### src/rtl/seg_pkg.sv
package seg_pkg;
    localparam int BYTE_W = 8;
    localparam int SUB_W  = 3;
    localparam int IDX_W  = 3;
    localparam int VEC_W  = SUB_W + IDX_W;

    typedef enum logic [1:0] {
        XF_IDLE = 2'd0,
        XF_CTRL = 2'd1,
        XF_DATA = 2'd2
    } xfer_st_e;

    typedef struct packed {
        logic             duplex;
        logic             bank_b;
        logic [VEC_W-1:0] vec;
    } ctrl_t;
endpackage

### src/rtl/seg_ptr_ctrl.sv
module seg_ptr_ctrl
    import seg_pkg::*;
#(
    parameter int DATA_W = BYTE_W
) (
    input  logic              clk,
    input  logic              rst_n,
    input  logic              xfer_start,
    input  logic              xfer_stop,
    input  logic              byte_valid,
    input  logic [DATA_W-1:0] byte_data,
    output ctrl_t             ctrl,
    output logic              seg_strobe
);
    localparam logic [VEC_W-1:0] VEC_ONE = VEC_W'(1);

    typedef struct packed {
        xfer_st_e st;
        ctrl_t    ctrl;
    } ptr_state_t;

    ptr_state_t s_d, s_q;

    always_comb begin
        s_d        = s_q;
        seg_strobe = 1'b0;
        if (xfer_stop) begin
            s_d.st = XF_IDLE;
        end else if (xfer_start) begin
            s_d.st = XF_CTRL;
        end else if (byte_valid) begin
            case (s_q.st)
                XF_CTRL: begin
                    s_d.ctrl = ctrl_t'(byte_data);
                    s_d.st   = XF_DATA;
                end
                XF_DATA: begin
                    seg_strobe   = 1'b1;
                    s_d.ctrl.vec = s_q.ctrl.vec + VEC_ONE;
                end
                default: ;
            endcase
        end
    end

    always_ff @(posedge clk) begin
        if (!rst_n) begin
            s_q <= '{st: XF_IDLE, ctrl: '0};
        end else begin
            s_q <= s_d;
        end
    end

    assign ctrl = s_q.ctrl;


    ctrl_load_chk: assert property (@(posedge clk) disable iff (!rst_n)
        (s_q.st == XF_CTRL && byte_valid && !xfer_start && !xfer_stop)
        |=> (ctrl == $past(byte_data)));


    vec_step_chk: assert property (@(posedge clk) disable iff (!rst_n)
        seg_strobe |=> (ctrl.vec == $past(ctrl.vec) + VEC_ONE));


    start_ctrl_chk: assert property (@(posedge clk) disable iff (!rst_n)
        (xfer_start && !xfer_stop) |=> (s_q.st == XF_CTRL));


    collide_hold_chk: assert property (@(posedge clk) disable iff (!rst_n)
        (byte_valid && (xfer_start || xfer_stop)) |=> $stable(ctrl));
endmodule

### src/rtl/seg_addr_match.sv
module seg_addr_match
    import seg_pkg::*;
#(
    parameter int ADDR_W = SUB_W
) (
    input  logic [ADDR_W-1:0] dev_field,
    input  logic [ADDR_W-1:0] sub_addr,
    input  logic              duplex,
    output logic              hit
);
    logic [ADDR_W-1:0] bit_ok;

    for (genvar i = 0; i < ADDR_W; i++) begin : g_cmp
        if (i == ADDR_W - 1) begin : g_top
            assign bit_ok[i] = duplex | (dev_field[i] == sub_addr[i]);
        end else begin : g_low
            assign bit_ok[i] = (dev_field[i] == sub_addr[i]);
        end
    end

    assign hit = &bit_ok;
endmodule

### src/rtl/seg_bank_regs.sv
module seg_bank_regs
    import seg_pkg::*;
#(
    parameter int DATA_W = BYTE_W,
    parameter int SEL_W  = IDX_W
) (
    input  logic                              clk,
    input  logic                              rst_n,
    input  logic                              we,
    input  logic [SEL_W-1:0]                  widx,
    input  logic [DATA_W-1:0]                 wdata,
    input  logic                              bank_b,
    output logic [((1<<SEL_W)/2)*DATA_W-1:0]  disp
);
    localparam int NUM_SEG = 1 << SEL_W;
    localparam int BANK_N  = NUM_SEG / 2;

    typedef struct packed {
        logic [NUM_SEG-1:0][DATA_W-1:0] seg;
    } regs_t;

    regs_t r_d, r_q;

    always_comb begin
        r_d = r_q;
        if (we) begin
            r_d.seg[widx] = wdata;
        end
    end

    always_ff @(posedge clk) begin
        if (!rst_n) begin
            r_q <= '0;
        end else begin
            r_q <= r_d;
        end
    end

    for (genvar k = 0; k < BANK_N; k++) begin : g_bank
        assign disp[k*DATA_W +: DATA_W] = bank_b ? r_q.seg[2*k+1] : r_q.seg[2*k];
    end


    seg_write_chk: assert property (@(posedge clk) disable iff (!rst_n)
        we |=> (r_q.seg[$past(widx)] == $past(wdata)));


    regs_hold_chk: assert property (@(posedge clk) disable iff (!rst_n)
        !we |=> $stable(r_q.seg));
endmodule

### src/rtl/seg_loader_top.sv
module seg_loader_top
    import seg_pkg::*;
(
    input  logic                     clk,
    input  logic                     rst_n,
    input  logic [SUB_W-1:0]         sub_addr,
    input  logic                     xfer_start,
    input  logic                     xfer_stop,
    input  logic                     byte_valid,
    input  logic [BYTE_W-1:0]        byte_data,
    output logic [4*BYTE_W-1:0]      disp_bytes,
    output logic                     duplex_mode
);
    ctrl_t ctrl;
    logic  seg_strobe;
    logic  dev_hit;
    logic  seg_we;

    seg_ptr_ctrl #(.DATA_W(BYTE_W)) u_ptr (
        .clk        (clk),
        .rst_n      (rst_n),
        .xfer_start (xfer_start),
        .xfer_stop  (xfer_stop),
        .byte_valid (byte_valid),
        .byte_data  (byte_data),
        .ctrl       (ctrl),
        .seg_strobe (seg_strobe)
    );

    seg_addr_match #(.ADDR_W(SUB_W)) u_match (
        .dev_field (ctrl.vec[VEC_W-1:IDX_W]),
        .sub_addr  (sub_addr),
        .duplex    (ctrl.duplex),
        .hit       (dev_hit)
    );

    assign seg_we = seg_strobe & dev_hit;

    seg_bank_regs #(.DATA_W(BYTE_W), .SEL_W(IDX_W)) u_regs (
        .clk    (clk),
        .rst_n  (rst_n),
        .we     (seg_we),
        .widx   (ctrl.vec[IDX_W-1:0]),
        .wdata  (byte_data),
        .bank_b (ctrl.bank_b),
        .disp   (disp_bytes)
    );

    assign duplex_mode = ctrl.duplex;


    duplex_match_chk: assert property (@(posedge clk) disable iff (!rst_n)
        (seg_strobe && ctrl.duplex &&
         ctrl.vec[VEC_W-2:IDX_W] == sub_addr[SUB_W-2:0]) |-> seg_we);


    direct_miss_chk: assert property (@(posedge clk) disable iff (!rst_n)
        (!ctrl.duplex && ctrl.vec[VEC_W-1:IDX_W] != sub_addr) |-> !seg_we);
endmodule

### config.mk
export PLATFORM = sky130hd
export DESIGN_NAME = seg_loader_top
export DESIGN_NICKNAME = d
export VERILOG_FILES = /design/src/rtl/seg_pkg.sv /design/src/rtl/seg_ptr_ctrl.sv /design/src/rtl/seg_addr_match.sv /design/src/rtl/seg_bank_regs.sv /design/src/rtl/seg_loader_top.sv
export SDC_FILE = /design/constraint.sdc
export NUM_CORES = 1
export LEC_CHECK = 0
export CORE_MARGIN = 2
export CORE_UTILIZATION = 49
export DETAILED_ROUTE_END_ITERATION = 6
export GPL_ROUTABILITY_DRIVEN = 0
export PLACE_DENSITY = 0.72
export SYNTH_ARGS = -nofsm -noshare
export SYNTH_HDL_FRONTEND = slang
export SYNTH_SLANG_ARGS = --single-unit
### constraint.sdc
create_clock -name clk -period 1.6 [get_ports clk]
set_input_delay 0.48 -clock clk [delete_from_list [all_inputs] [get_ports clk]]
set_output_delay 0.48 -clock clk [all_outputs]
set_load 0.005 [all_outputs]
After elaboration in Yosys (flattened, before gate mapping)
Cells that the tools add are included.
{"block": "word_totals", "ff_bits": 74, "in_bits": 16}
{"block": "op_classes", "addsub": 1, "order_cmp": 2, "eq_ne": 5, "muxes": 15, "n_bitwise": 5, "n_reduce_logical": 11}
{"operator": "$bwmux W64", "count": 1}
{"operator": "$mux W8", "count": 5}
{"operator": "$demux W8 S3", "count": 1}
{"operator": "$pmux W6 S2", "count": 1}
{"operator": "$mux W9", "count": 1}
{"operator": "$reduce_and A4 Y1", "count": 2}
{"operator": "$add A6 B1 Y6 const B", "count": 1}
{"operator": "$reduce_bool A2 Y1", "count": 3}
{"operator": "$mux W1", "count": 5}
{"operator": "$lt A3 B4 Y1 const B", "count": 1}
{"operator": "$reduce_and A2 Y1", "count": 2}
{"operator": "$eq A1 B1 Y1", "count": 3}
{"operator": "$ge A3 B1 Y1 const B", "count": 1}
{"operator": "$mux W3", "count": 1}
{"operator": "$not A1 Y1", "count": 3}
{"operator": "$reduce_and A3 Y1", "count": 1}
{"operator": "$reduce_or A3 Y1", "count": 1}
{"operator": "$eq A2 B1 Y1 const B", "count": 1}
{"operator": "$eq A2 B2 Y1 const B", "count": 1}
{"operator": "$reduce_or A2 Y1", "count": 1}
{"operator": "$and A1 B1 Y1", "count": 1}
{"operator": "$logic_and A1 B1 Y1", "count": 1}
{"operator": "$or A1 B1 Y1", "count": 1}

Longest topological paths before layout
{"block": "depth", "depth_word": 6, "depth_mapped": 7, "ltp_nobuf": 6}

By module
From an unflattened synthesis, not the netlist that was laid out.
{"block": "unflattened", "cells_unflattened": 336, "hier_area_um2": 3398.3}
{"module": "seg_bank_regs", "n_inst": 1, "cells_per_inst": 259, "area_each_um2": 2727.6}
{"module": "seg_ptr_ctrl", "n_inst": 1, "cells_per_inst": 72, "area_each_um2": 628.1}
{"module": "seg_addr_match", "n_inst": 1, "cells_per_inst": 4, "area_each_um2": 36.3}
{"module": "seg_loader_top", "n_inst": 1, "cells_per_inst": 1, "area_each_um2": 6.3}

Worst setup path after synthesis
OpenSTA, ideal clock, no wires.
{"block": "synth_path", "path_kind": "register to register", "startpoint": "register u_ptr.s_q[8] (netlist name)", "endpoint": "register u_ptr.s_q, in the netlist u_ptr.ctrl[0]", "setup_time_ns": 0.074, "arrival_ns": 1.692, "path_slack_ns": -0.166, "stages_incl_launch_ff": 7, "path_buffers": 1, "synth_period_minus_slack_ns": 1.766, "path_cell_list": "dfxtp_1 > inv_1 > ha_1 > or4b_1 > clkbuf_2 > or3_1 > a31oi_1"}
{"block": "synth_between", "elab_chain_len": 3, "word_cells_on_any_way": 5}
{"item": "start, declared", "line": "seg_ptr_ctrl.sv:22", "rtl": "ptr_state_t s_d, s_q;"}
{"item": "start signal, assigned", "line": "seg_ptr_ctrl.sv:48", "rtl": "s_q <= '{st: XF_IDLE, ctrl: '0};"}
{"item": "$eq A2 B1 Y1 or $eq A2 B2 Y1 (tied branches)", "line": "seg_ptr_ctrl.sv:32", "rtl": "case (s_q.st)"}
{"item": "$reduce_bool A2 Y1 (no source line)"}
{"item": "$reduce_and A4 Y1 (no source line)"}
Parallel ways exist; a longest one is shown, timed or not.
A chain may end at the register's enable or synchronous reset.

Worst setup path in the final report
{"block": "layout_path", "startpoint": "register u_ptr.s_q, in the netlist u_ptr.ctrl[6]", "endpoint": "output disp_bytes[28]"}
{"block": "layout_between", "elab_chain_len": 1}
{"item": "$mux W8", "line": "seg_bank_regs.sv:40", "rtl": "assign disp[k*DATA_W +: DATA_W] = bank_b ? r_q.seg[2*k+1] : r_q.seg[2*k];"}
{"item": "end, declared", "line": "seg_loader_top.sv:11", "rtl": "output logic [4*BYTE_W-1:0] disp_bytes,"}
No other way between the ends.

==> results.json <==
{
  "hold_viol": 0,
  "synth_mux_area_share_pct": 31.0,
  "fin_crit_sh_pct": 120,
  "setup_viol_count_final": 33,
  "cts_sinks": 74,
  "syn_avg_cell_area_um2": 10.1,
  "grt_pass1_wl_mm": 13.0,
  "synth-edff-count": 0,
  "dp_hpwl_mm": 5.11,
  "diodes": 0,
  "start_util_pct": 49.7,
  "synthSimpleGateAreaFrac_pct": 15.9,
  "worstPathRequired_ps": 1120,
  "viasPerCell": 5.29,
  "cpMostUsedCell": "buf_6",
  "ys_seq_area_share_pct": 44.6,
  "violations": "setup timing",
  "overflow": 0,
  "clk_latency_ps": 340,
  "cts-root-buf": "clkbuf_8",
  "grt_max_degree": 25,
  "io_buffers": 48,
  "max_stage_delay_ps": 410,
  "tightest_slew_ps": 410,
  "synth_cell_types": 39,
  "grt_pass1_vias": 2581,
  "wl_mm": 8.26,
  "maxSlewViolCount": 0,
  "vias": 2649,
  "pwr-share-clk_pct": 40.6,
  "htree_levels": 3,
  "ir_drop_uv": 803,
  "yosysWarnings": 0,
  "fin_ws_ps": -322,
  "die_w_um": 86.3,
  "synth_xor_area_share_pct": 0.791,
  "rr_startpoint": "u_ptr.s_q[8]",
  "fin_skew_ps": 8.18,
  "path_cells": "buf_6 > buf_12 > mux2_4 > buf_6",
  "drc": 0,
  "num_rows": 30,
  "first_pass_iters": 4,
  "setup.worst_path.start_class": "register",
  "p_leak_uw": 0.00229,
  "synth_seq_cells": 74,
  "synthCells": 330,
  "cp-end-kind": "primary output",
  "syn_nets": 349,
  "arrival_ps": 1440,
  "fin_hold_ws_ps": 460,
  "detail_route.wl_per_cell_um": 16.5,
  "io_pins": 49,
  "crit_start": "u_ptr.ctrl[6]",
  "syn_area_mm2": 0.00332,
  "synth_compound_area_share_pct": 3.35,
  "crit_slowest_cell": "dfxtp_4",
  "power.density_mw_per_mm2": 731,
  "drive_above_1_share_pct": 35.9,
  "relSlewSlack_pct": 72.6,
  "clock.fmax_mhz": 520,
  "grt_usage_pct": 23.1,
  "antenna_left": 0,
  "p_int_uw": 2690,
  "power.switching_uw": 786,
  "final_cell_mix": "nand2_1 (80), dfxtp_1 (69), mux2i_1 (66)",
  "antenna_found_initial": 0,
  "cts_tree": "built",
  "seqPwrFrac_pct": 53.1,
  "final_common_cell": "nand2_1",
  "cts_buffers": 9,
  "path_max_fanout": 7,
  "synthAdderAreaFrac_pct": 1.13,
  "design.die.area_mm2": 0.00745,
  "fin_nets": 436,
  "cts_hold_buf": 0,
  "ys.flop_type": "dfxtp_1",
  "worst-setup-path-type": "reg2out",
  "rsz0062_at_grt": "true",
  "combinationalPowerShare_pct": 6.4,
  "sw_frac_of_total_pct": 22.6,
  "die_h_um": 86.3,
  "syn2layout_area_growth_pct": 43.4,
  "clk_pin_slew_ps": 70,
  "outcome": "complete, but fails checks",
  "core-area_mm2": 0.00668,
  "clock_path_buffers": 2,
  "drv_cap": 0,
  "pre_cts_ws_ps": -506,
  "hp-start": "u_regs.r_q[32]",
  "synth_top_family_by_area": "multiplexers",
  "first_iter_violations": 189,
  "async_reset_ff_share_pct": 0,
  "worstHoldPathType": "reg2reg",
  "finalCriticalPeriod_ps": 1920
}
[sequential cells by signal, indices dropped and copies added (netlist names)]
register / cells
u_ptr.s_q: 2
u_ptr.ctrl: 8
u_regs.r_q: 64
[cell type report]
cell class / count / area, µm²
Multi-Input combinational cell: 233 / 1930
Clock inverter: 3 / 40.0
Tap cell: 80 / 100
Fill cell: 482 / 1920
Inverter: 4 / 15.0
Clock buffer: 12 / 145
Sequential cell: 74 / 1490
Timing Repair Buffer: 95 / 1040
[logic make-up (layout without fill, tap and decap cells)]
| group | Yosys count | after routing |
|---|---|---|
| flops | 74 | 74 |
| xor+xnor | 3 | 3 |
| mux | 99 | 99 |
| simple gates | 112 | 112 |
| compound gates | 16 | 16 |
| fa+ha+maj | 3 | 3 |
| buf+inv | 23 | 114 |
[stage by stage]
step	cell area [µm²]	util (%)	total power (µW)	setup TNS, ps	std cells
final	4760	71.3	3480	-9140	501
after CTS	4730	70.7	3480	-11030	501
after global routing	4760	71.3	3600	-10600	501
after detailed placement	4190	62.7	2100	-39640	470
after global placement	4190	62.7	2100	-36770	470
after floorplan	3360	-	1980	-193	330
[routing by layer]
metal	GRT usage [%]	part of all wire (%)	up-vias
li1	-	-	1314
met1	30.8	44	1256
met2	37.2	49	68
met3	4.38	5.5	11
met4	8.66	1.3	0
met5	0	0	-
[cells in the mapped netlist (2+ instances only)]
master,n,area share [%]
nor2_1,9,1.0
dfxtp_1,74,45
clkbuf_1,12,1.4
nor3_1,2,0.30
nand2_1,80,9.0
mux2i_1,67,20
buf_2,2,0.30
a21oi_1,5,0.75
xnor2_1,2,0.53
buf_4,2,0.45
a211oi_1,2,0.45
nor2b_1,2,0.38
inv_1,4,0.45
ha_1,3,1.1
nand3_1,3,0.45
mux2_2,32,11
nand4_2,7,2.6
[power by group through the flow]
stage          clock network, µW  logic (µW)  registers (µW)
2_1_floorplan                  0        88.1            1890
3_3_place_gp                   0         206            1890
3_5_place_dp                   0         208            1890
4_1_cts                     1420         219            1850
5_1_grt                     1520         238            1850
6_report                    1410         222            1850
[path summary, 6_finish.rpt]
path,slack [ps],cells after the start,endpoint
worst max-delay path,-320,4,disp_bytes[28]
worst min-delay path,460,2,u_regs.r_q[32]
worst max register to register,-20,5,u_ptr.ctrl[0]
worst min register to register,460,2,u_regs.r_q[32]
[critical path: cells and delay by family, from the launching register on]
| kind | cells | cell delay [ps] |
|---|---|---|
| buffers and inverters | 3 | 380 |
| flip-flops | 1 | 410 |
| multiplexers | 1 | 320 |
[timing repair]
item                       in CTS  in global routing
setup buffers                  15                  1
setup endpoints to repair     103                 58
resized for setup             210                 17
pin swaps                       6                  6
cloned                          2                  0
No activity file was read; power rests on OpenSTA's default activity.
